`src/rtl/tmds_bist_pkg.sv`:
```
package tmds_bist_pkg;

  localparam int LFSR_W = 31;

  typedef enum logic [1:0] {
    PM_P11 = 2'd0,
    PM_P15 = 2'd1,
    PM_P7  = 2'd2,
    PM_P31 = 2'd3
  } prbs_mode_e;

  typedef enum logic [1:0] {
    PW_IDLE = 2'd0,
    PW_8    = 2'd1,
    PW_1    = 2'd2,
    PW_10   = 2'd3
  } prbs_width_e;

  localparam logic [2:0] OS_ZERO  = 3'b000;
  localparam logic [2:0] OS_DATA  = 3'b001;
  localparam logic [2:0] OS_PRBS  = 3'b010;
  localparam logic [2:0] OS_SHIFT = 3'b100;

  // one Fibonacci step: newest bit enters at bit 0
  function automatic logic [LFSR_W-1:0] lfsr_adv(input logic [LFSR_W-1:0] s,
                                                 input prbs_mode_e m);
    logic fb;
    case (m)
      PM_P11:  fb = s[10] ^ s[8];
      PM_P15:  fb = s[14] ^ s[13];
      PM_P7:   fb = s[6]  ^ s[5];
      default: fb = s[30] ^ s[27];
    endcase
    return {s[LFSR_W-2:0], fb};
  endfunction

  function automatic int unsigned width_steps(input prbs_width_e w);
    case (w)
      PW_8:    return 8;
      PW_1:    return 1;
      PW_10:   return 10;
      default: return 0;
    endcase
  endfunction

endpackage

```
`src/rtl/tmds_prbs_gen.sv`:
```
module tmds_prbs_gen
  import tmds_bist_pkg::*;
#(
  parameter int WORD_W = 10
) (
  input  logic              clk,
  input  logic              rst_n,
  input  logic              en,
  input  logic [1:0]        mode,
  input  logic [1:0]        width,
  output logic [WORD_W-1:0] word_q,
  output logic              step_evt
);

  prbs_mode_e  mode_e;
  prbs_width_e width_e;
  logic [LFSR_W-1:0] state;
  logic [LFSR_W-1:0] nxt;
  logic [WORD_W-1:0] bits;

  assign mode_e   = prbs_mode_e'(mode);
  assign width_e  = prbs_width_e'(width);
  assign step_evt = en && (width_e != PW_IDLE);

  always_comb begin
    nxt  = state;
    bits = '0;
    for (int i = 0; i < WORD_W; i++) begin
      if (i < int'(width_steps(width_e))) begin
        nxt     = lfsr_adv(nxt, mode_e);
        bits[i] = nxt[0];
      end
    end
  end

  always_ff @(posedge clk) begin
    if (!rst_n || !en) begin
      state  <= '1;
      word_q <= '0;
    end else begin
      state  <= nxt;
      word_q <= bits;
    end
  end

  p_no_lockup_r4: assert property (@(posedge clk) disable iff (!rst_n)
    state != '0);

  p_idle_hold_r10: assert property (@(posedge clk) disable iff (!rst_n)
    (en && $past(en) && $past(width) == PW_IDLE) |-> $stable(state));

  p_single_bit_r5: assert property (@(posedge clk) disable iff (!rst_n)
    ($past(en) && $past(width) == PW_1) |-> (word_q[WORD_W-1:1] == '0));

  p_off_zero_r4: assert property (@(posedge clk) disable iff (!rst_n)
    !en |=> (word_q == '0));

endmodule

```
`src/rtl/tmds_shift_gen.sv`:
```
module tmds_shift_gen #(
  parameter int WORD_W = 10,
  parameter int NWORDS = 8,
  parameter int REP_W  = 3
) (
  input  logic                     clk,
  input  logic                     rst_n,
  input  logic                     en,
  input  logic [REP_W-1:0]         repeat_k,
  input  logic [WORD_W*NWORDS-1:0] pattern,
  output logic [WORD_W-1:0]        word_q,
  output logic                     word_adv
);

  localparam int PAT_W = WORD_W * NWORDS;
  localparam int IDX_W = (NWORDS > 1) ? $clog2(NWORDS) : 1;
  localparam logic [IDX_W-1:0] LAST = IDX_W'(NWORDS - 1);

  logic [WORD_W-1:0] words [NWORDS];
  logic [IDX_W-1:0]  idx;
  logic [REP_W-1:0]  hold;

  for (genvar g = 0; g < NWORDS; g++) begin : g_word
    assign words[g] = pattern[PAT_W-1-g*WORD_W -: WORD_W];
  end

  assign word_adv = en && (hold >= repeat_k);

  always_ff @(posedge clk) begin
    if (!rst_n || !en) begin
      idx    <= '0;
      hold   <= '0;
      word_q <= '0;
    end else begin
      word_q <= words[idx];
      if (word_adv) begin
        hold <= '0;
        idx  <= (idx == LAST) ? '0 : idx + 1'b1;
      end else begin
        hold <= hold + 1'b1;
      end
    end
  end

  p_advance_r6: assert property (@(posedge clk) disable iff (!rst_n)
    (en && $past(en) && $past(word_adv)) |->
      (idx == (($past(idx) == LAST) ? '0 : $past(idx) + 1'b1)));

  p_hold_r7: assert property (@(posedge clk) disable iff (!rst_n)
    (en && $past(en) && !$past(word_adv)) |-> $stable(idx));

  p_restart_r6: assert property (@(posedge clk) disable iff (!rst_n)
    !en |=> (idx == '0 && word_q == '0));

endmodule

```
`src/rtl/tmds_clk_pttn.sv`:
```
module tmds_clk_pttn #(
  parameter int SLICE_W = 10,
  parameter int SLICES  = 4
) (
  input  logic                       clk,
  input  logic                       rst_n,
  input  logic                       load,
  input  logic                       shift,
  input  logic [SLICE_W*SLICES-1:0]  load_val,
  output logic [SLICE_W-1:0]         slice
);

  localparam int PAT_W = SLICE_W * SLICES;

  logic [PAT_W-1:0] pat_q;
  logic [PAT_W-1:0] rotated;

  if (SLICES > 1) begin : g_rot
    assign rotated = {pat_q[SLICE_W-1:0], pat_q[PAT_W-1:SLICE_W]};
  end else begin : g_norot
    assign rotated = pat_q;
  end

  always_ff @(posedge clk) begin
    if (!rst_n)     pat_q <= '0;
    else if (load)  pat_q <= load_val;
    else if (shift) pat_q <= rotated;
  end

  assign slice = pat_q[SLICE_W-1:0];

  p_load_r8: assert property (@(posedge clk) disable iff (!rst_n)
    load |=> (slice == $past(load_val[SLICE_W-1:0])));

  p_hold_r9: assert property (@(posedge clk) disable iff (!rst_n)
    (!load && !shift) |=> $stable(pat_q));

endmodule

```
`src/rtl/tmds_bist_gen.sv`:
```
module tmds_bist_gen
  import tmds_bist_pkg::*;
#(
  parameter int WORD_W     = 10,
  parameter int NWORDS     = 8,
  parameter int REP_W      = 3,
  parameter int CLK_SLICES = 4
) (
  input  logic                         clk,
  input  logic                         rst_n,
  input  logic [2:0]                   out_sel,
  input  logic [WORD_W-1:0]            enc_data_in,
  input  logic                         prbs_en,
  input  logic [1:0]                   prbs_mode,
  input  logic [1:0]                   prbs_width,
  input  logic                         shift_en,
  input  logic [REP_W-1:0]             shift_repeat,
  input  logic [WORD_W*NWORDS-1:0]     shift_pattern,
  input  logic                         clk_pttn_load,
  input  logic                         clk_pttn_shift,
  input  logic [WORD_W*CLK_SLICES-1:0] clk_pttn_in,
  output logic [WORD_W-1:0]            lane_out,
  output logic [WORD_W-1:0]            clk_pttn_out
);

  logic [WORD_W-1:0] prbs_word;
  logic [WORD_W-1:0] shift_word;
  logic [WORD_W-1:0] enc_q;
  logic              prbs_step;
  logic              shift_adv;
  logic              sel_legal;

  tmds_prbs_gen #(.WORD_W(WORD_W)) u_prbs (
    .clk(clk), .rst_n(rst_n), .en(prbs_en), .mode(prbs_mode),
    .width(prbs_width), .word_q(prbs_word), .step_evt(prbs_step)
  );

  tmds_shift_gen #(.WORD_W(WORD_W), .NWORDS(NWORDS), .REP_W(REP_W)) u_shift (
    .clk(clk), .rst_n(rst_n), .en(shift_en), .repeat_k(shift_repeat),
    .pattern(shift_pattern), .word_q(shift_word), .word_adv(shift_adv)
  );

  tmds_clk_pttn #(.SLICE_W(WORD_W), .SLICES(CLK_SLICES)) u_clkp (
    .clk(clk), .rst_n(rst_n), .load(clk_pttn_load), .shift(clk_pttn_shift),
    .load_val(clk_pttn_in), .slice(clk_pttn_out)
  );

  assign sel_legal = (out_sel == OS_ZERO) || (out_sel == OS_DATA) ||
                     (out_sel == OS_PRBS) || (out_sel == OS_SHIFT);

  // aligns the pass-through path with the registered generators
  always_ff @(posedge clk) begin
    if (!rst_n) enc_q <= '0;
    else        enc_q <= enc_data_in;
  end

  always_ff @(posedge clk) begin
    if (!rst_n) lane_out <= '0;
    else begin
      case (out_sel)
        OS_DATA:  lane_out <= enc_q;
        OS_PRBS:  lane_out <= prbs_word;
        OS_SHIFT: lane_out <= shift_word;
        default:  lane_out <= '0;
      endcase
    end
  end

  p_bad_sel_r2: assert property (@(posedge clk) disable iff (!rst_n)
    !sel_legal |=> (lane_out == '0));

  p_pass_r2: assert property (@(posedge clk) disable iff (!rst_n)
    (out_sel == OS_DATA) |=> (lane_out == $past(enc_q)));

  p_prbs_src_r2: assert property (@(posedge clk) disable iff (!rst_n)
    (out_sel == OS_PRBS) |=> (lane_out == $past(prbs_word)));

endmodule

```
`config.mk`:
```
export PLATFORM = sky130hd
export DESIGN_NAME = tmds_bist_gen
export DESIGN_NICKNAME = d
export VERILOG_FILES = /design/src/rtl/tmds_bist_pkg.sv /design/src/rtl/tmds_prbs_gen.sv /design/src/rtl/tmds_shift_gen.sv /design/src/rtl/tmds_clk_pttn.sv /design/src/rtl/tmds_bist_gen.sv
export SDC_FILE = /design/constraint.sdc
export NUM_CORES = 1
export LEC_CHECK = 0
export CAP_MARGIN = 25
export CORE_MARGIN = 5
export CORE_UTILIZATION = 54
export CTS_BUF_LIST = sky130_fd_sc_hd__clkbuf_4 sky130_fd_sc_hd__clkbuf_8
export CTS_CLUSTER_SIZE = 8
export DETAILED_ROUTE_END_ITERATION = 8
export DONT_BUFFER_PORTS = 1
export GPL_TIMING_DRIVEN = 1
export PLACE_DENSITY = 0.71
export RECOVER_POWER = 100
export SETUP_SLACK_MARGIN = 0.15
export SYNTH_ARGS = -nofsm -noshare
export SYNTH_HDL_FRONTEND = slang
export SYNTH_SLANG_ARGS = --single-unit
```
`constraint.sdc`:
```
create_clock -name clk -period 1.85 [get_ports clk]
set_input_delay 0.185 -clock clk [delete_from_list [all_inputs] [get_ports clk]]
set_output_delay 0.185 -clock clk [all_outputs]
set_load 0.005 [all_outputs]
```
==> results.tsv, run 1 <==
stage	metric	value	unit
layout	share of cells above drive strength 1	24.2	%
logic_synthesis	sequential area share after synthesis	33.4	%
logic_synthesis	Post-Syn Nets	906	
sta	Hold Vio Cnt, Final	0	
logic_synthesis	Synth Register Bits	117	
logic_synthesis	Synth cell types	60	
power	worst IR drop on VDD	0.000561	V
critical_path	Critical Path AT	2180	ps
placed_design	GP Congestion	0.989	
layout	commonest non-fill, non-tap cells in the layout	dfxtp_1, dlygate4sd3_1, mux2i_1, nand2_1, nor2_1	
logic_synthesis	Post-synth EDFFs	0	
sta	period utilization	101	%
layout	commonest non-fill, non-tap cell in the layout	dfxtp_1	
grt	pin count of the biggest net entering global routing	55	
power	Static Leak	3.26	nW
route	Via Count	6209	
layout	Util after Layout	69.3	%
logic_synthesis	Mapped Cells	754	
run_status	status	complete, but fails checks	
logic_synthesis	area of the mapped netlist	7020	um2
critical_path	Worst setup EP type	register	
layout	net count reported at finish	987	
critical_path	maximum fanout along the worst path	4	
sta	crit path time final	1880	ps
route	antenna-violating nets left	0	
sta	Final Slew Violations	0	
route	Routed WL	21.4	mm
route	Vias per Instance	6.10	
clocking	H-tree level count	4	
sta	worst setup margin	-26.7	ps
die	Die Ht	124	um
die	initial core utilization	55.4	%
route	Iter 0 DRT Violations	569	
sta	Final Setup Violations	3	
grt	gr ovfl total	0	
die	Die Area	15400	um2
clocking	CTS tree	built	
layout	fillers	942	
route	WL per Instance	21.0	um
sta	aggregate negative setup slack	-57.4	ps
placed_design	worst setup slack after placement	-91.1	ps
critical_path	Critical Path Start Type	register	
die	Chip Width	124	um
route	router iterations before antenna repair	6	
sta	FMAX	533	MHz
logic_synthesis	syn avg cell area	9.30	um2
die	Site Rows	41	
placed_design	detailed placement HPWL	13.6	mm
grt	initial antenna violation count	0	
clocking	clk slew on worst S/H paths	70	ps
flow_run	Max Cap Viol	0	
placed_design	I/O Buffers	0	
critical_path	FF-to-FF Start	u_prbs.state[10]$_SDFF_PP1_	
layout	ant diodes	0	
hold_path	HP Class	input pin to register	
die	Top Ports	166	
clocking	CTS Buf Count	17	
clocking	maximum root-to-sink buffer count	2	
critical_path	crit path kind	register to register	
sta	unrepaired setup endpoints after global routing	true	
sta	Final Skew	10.0	ps
power	PD cells	700	nW/um2
critical_path	required time of the critical path	2150	ps
layout	Area Growth Syn to Fin	25.2	%
logic_synthesis	Async S/R FF share, synth	0	%
run_status	failing checks	setup timing	
hold_path	hold_sp	prbs_width[0]	
sta	Hold WS	25.6	ps
sta	Worst-Margin Slew	836	ps
logic_synthesis	synth warn	0	
grt	first-pass GRT wire length	33.9	mm
critical_path	CP Launch Point	u_prbs.state[10]$_SDFF_PP1_	
grt	vias in the first global route	6403	
die	core footprint	12700	um2
clocking	latest clock arrival within the worst-skew pair	430	ps
clocking	CTS Root Buffer Type	clkbuf_8	
critical_path	Reg2Reg Setup Slack	-30	ps
sta	Slew headroom	44.2	%
logic_synthesis	dominant synthesized flop cell	dfxtp_1	
route	# DRC	0	
clocking	Sink Count	117	
grt	GR Util All Layers	28.7	%
[kinds of logic after synthesis]
kind of cell    Yosys count  share of synthesized area [%]
fa+ha+maj                 6                           1.07
buf+inv                  88                           6.42
mux                     110                           22.9
xor+xnor                 34                           4.24
simple gates            246                           18.0
flops                   117                           33.4
compound gates          153                           14.0
[layer usage]
layer | vias up | routed length [um] | GRT usage (%)
met5 | - | 0 | 0
met4 | 0 | 666 | 12.3
met3 | 58 | 1840 | 7.08
met2 | 322 | 10600 | 48.0
met1 | 3004 | 8290 | 35.4
li1 | 2825 | - | -
[final timing paths]
path,to,cells after the start
setup / recovery,u_prbs.state[1]$_SDFF_PP1_,7
hold reg to reg,u_shift.hold[0]$_SDFF_PP0_,1
hold / removal,u_prbs.state[2]$_SDFF_PP1_,2
setup reg to reg,u_prbs.state[1]$_SDFF_PP1_,7
[layout make-up]
class / instances / area (um2) / share of cell area, %
multi-input combinational: 549 / 4470 / 50.9
tap: 172 / 215 / 2.45
timing repair buffer: 140 / 1300 / 14.8
inverter: 10 / 42.5 / 0.484
clock buffer: 21 / 283 / 3.22
sequential: 117 / 2360 / 26.9
clock inverter: 9 / 104 / 1.18
[cells in the mapped netlist (all sizes together) (6+ instances only)]
master,count,share of area (%)
o21ai,57,4.1
nor2b,7,0.62
and2,55,4.9
dfxtp,117,33
xnor2,25,3.1
a21oi,38,2.9
nor2,59,3.3
nand2b,14,1.2
o211ai,11,1.2
mux2i,68,9.9
ha,6,1.1
nand2,66,3.5
nor3,6,0.43
a22oi,12,1.3
buf,41,3.8
xor2,9,1.1
inv,10,0.61
clkbuf,37,2.0
or2,18,1.6
mux4,39,13
[report_power, final]
group	total, W	switching [W]	leakage [nW]	internal, W
combinational	0.00113	0.000517	2.11	0.000613
sequential	0.00271	0.0000846	0.957	0.00262
clock	0.00231	0.00101	0.197	0.00130
[state kept, by name (all words and copies together) (netlist names)]
name / cells
u_clkp.pat_q: 40
u_prbs.word_q: 10
u_shift.hold: 3
lane_out: 10
enc_q: 10
u_shift.word_q: 10
u_prbs.state: 31
u_shift.idx: 3
[critical path, stage by stage, from the launching register on]
cell	delay [ps]
dfxtp_4	360
xor2_1	150
mux4_2	530
buf_6	160
xnor2_4	160
a21oi_4	90
o32ai_2	200
a32oi_1	90
[stage by stage]
stage | cells | total power, W | cell area, um2
2_1_floorplan | 754 | 0.00347 | 7040
3_3_place_gp | 898 | 0.00355 | 7230
3_5_place_dp | 898 | 0.00357 | 7230
4_1_cts | 1017 | 0.00613 | 8660
5_1_grt | 1018 | 0.00641 | 8780
6_report | 1018 | 0.00615 | 8780
[timing repair]
item	CTS	global route
buffers inserted	6	1
endpoints found under the hold margin	88	0
endpoints found under the setup margin	20	22
gates resized for setup	36	25
hold buffers	83	0
pin swaps	10	12
(Power assumes the default switching activity.)
==> run 2, diff against run 1 <==
PLACE_DENSITY = 0.68   (was 0.71)
clock period = 1.9 ns   (was 1.85 ns; I/O delays follow)
==> results.tsv, run 2 (synthesized netlist as in run 1, its figures left out) <==
stage	metric	value	unit	change
die	core footprint	12700	um2	unchanged
clocking	CTS Buf Count	17		unchanged
layout	fillers	899		-4.6%
layout	net count reported at finish	980		-0.71%
route	Via Count	6229		+0.32%
clocking	H-tree level count	4		unchanged
layout	Top Registers	u_clkp.pat_q: 40 flops, u_prbs.state: 31 flops		
grt	vias in the first global route	6414		+0.17%
layout	ant diodes	0		unchanged
run_status	failing checks	setup timing		
sta	Final Skew	10.1	ps	+0.0816 ps
layout	max reg flops	40		unchanged
layout	area of the multi-input gates	4480	um2	+0.11%
sta	Hold WS	14.4	ps	-11.2 ps
die	Die Ht	124	um	unchanged
layout	share of cells above drive strength 1	23.8	%	-0.45 points
hold_path	HP Class	input pin to register		
route	highest routed layer	met4		
route	Routed WL	21.8	mm	+1.9%
layout	sequential standard cell area	2360	um2	-0.16%
critical_path	Worst setup EP type	register		
die	Top Ports	166		unchanged
route	Met1 Wirelength	8.42	mm	+1.5%
sta	period utilization	102	%	+0.92 points
grt	gr ovfl total	0		unchanged
layout	commonest non-fill, non-tap cell in the layout	dfxtp_1		
route	WL per Instance	21.5	um	+2.4%
power	PD cells	684	nW/um2	-2.3%
clocking	clk slew on worst S/H paths	80	ps	about the same
clocking	CTS Root Buffer Type	clkbuf_8		
sta	FMAX	514	MHz	-3.5%
critical_path	required time of the critical path	2230	ps	+80 ps
sta	Slew headroom	23.4	%	-21 points
placed_design	detailed placement HPWL	13.8	mm	+0.97%
critical_path	crit path kind	register to register		
layout	commonest non-fill, non-tap cells in the layout	dfxtp_1, dlygate4sd3_1, nand2_1		
placed_design	worst setup slack after placement	-67.8	ps	+23.3 ps
route	WL met2	10.9	mm	+3.1%
critical_path	Critical Path Start Type	register		
layout	Area Growth Syn to Fin	24.1	%	
grt	initial antenna violation count	0		unchanged
route	# DRC	0		unchanged
power	Static Leak	3.26	nW	-0.21%
critical_path	maximum fanout along the worst path	4		unchanged
clocking	CTS tree	built		
sta	crit path time final	1940	ps	+68.1 ps
clocking	latest clock arrival within the worst-skew pair	450	ps	+20 ps
power	worst IR drop on VDD	0.000463	V	-18%
flow_run	Max Cap Viol	0		unchanged
die	Die Area	15400	um2	unchanged
die	Chip Width	124	um	unchanged
clocking	maximum root-to-sink buffer count	2		unchanged
grt	first-pass GRT wire length	34.1	mm	+0.39%
sta	Final Setup Violations	2		-1
route	Iter 0 DRT Violations	766		+35%
grt	pin count of the biggest net entering global routing	54		-1.8%
layout	Largest Register	u_clkp.pat_q		
critical_path	Critical Path AT	2280	ps	+100 ps
clocking	Sink Count	117		unchanged
route	DR WL met3	1.73	mm	-6.0%
sta	Final Slew Violations	0		unchanged
layout	Util after Layout	68.7	%	-0.58 points
critical_path	Reg2Reg Setup Slack	-40	ps	-20 ps
sta	worst setup margin	-44.8	ps	-18.1 ps
sta	Hold Vio Cnt, Final	0		unchanged
route	Vias per Instance	6.15		+0.82%
sta	unrepaired setup endpoints after global routing	true		
grt	GR Util All Layers	29.1	%	+0.34 points
placed_design	I/O Buffers	0		unchanged
run_status	status	complete, but fails checks		
die	initial core utilization	55.4	%	unchanged
sta	Worst-Margin Slew	1140	ps	+301 ps
placed_design	GP Congestion	0.949		-4.0%
route	antenna-violating nets left	0		unchanged
die	Site Rows	41		unchanged
route	router iterations before antenna repair	5		-1
## run 2: metrics by stage
stage                     TNS (ps)  cells  total power [W]  area (um2)
after floorplan                  0    754          0.00337        7020
after global placement        -137    893          0.00345        7170
after detailed placement      -173    893          0.00347        7170
after CTS                        0   1026          0.00593        8680
after global routing         -60.8   1013          0.00621        8710
final                        -79.1   1013          0.00596        8710
## run 2: cell type report
class | count | share of cell area, %
clock inverters | 15 | 1.71
inverters | 10 | 0.489
multi-input cells | 549 | 51.4
flip-flops and latches | 117 | 27.1
clock buffers | 17 | 2.69
repair buffers | 133 | 14.1
well taps | 172 | 2.47
## run 2: final timing paths
kind                                             startpoint                       endpoint  depth (start not counted)
worst max-delay path            u_prbs.state[14]$_SDFF_PP1_     u_prbs.state[0]$_SDFF_PP1_                          6
worst min-delay path                          clk_pttn_load  u_clkp.pat_q[18]$_SDFFE_PN0P_                          2
worst max register to register  u_prbs.state[14]$_SDFF_PP1_     u_prbs.state[0]$_SDFF_PP1_                          6
worst min register to register   u_shift.hold[0]$_SDFF_PP0_     u_shift.hold[0]$_SDFF_PP0_                          1
## run 2: metal layers
metal | global-route usage (%) | vias up
met2 | 49.3 | 343
met5 | 0 | -
met1 | 35.5 | 2994
li1 | - | 2818
met4 | 11.6 | 0
met3 | 7.18 | 74
## run 2: timing repair
item | 4_1_cts | 5_1_grt
gates resized for setup | 24 | 39
pin swaps | 5 | 17
setup buffers | 4 | 2
hold endpoints to repair | 95 | 2
endpoints found under the setup margin | 14 | 36
hold buffers | 97 | 1
gates cloned | 0 | 0
## run 2: critical path, stage by stage, from the launching register on
cell and delay [ps]:
dfxtp_1 430, xor2_1 130, mux4_2 550, mux2i_1 170, a221oi_2 260, a2bb2oi_2 210
o211ai_1 100
## run 2: power by group
| part | total [W] | switching [W] | internal, W |
|---|---|---|---|
| Combinational | 0.00109 | 0.000501 | 0.000589 |
| Clock | 0.00223 | 0.00116 | 0.00107 |
| Sequential | 0.00264 | 0.0000870 | 0.00255 |
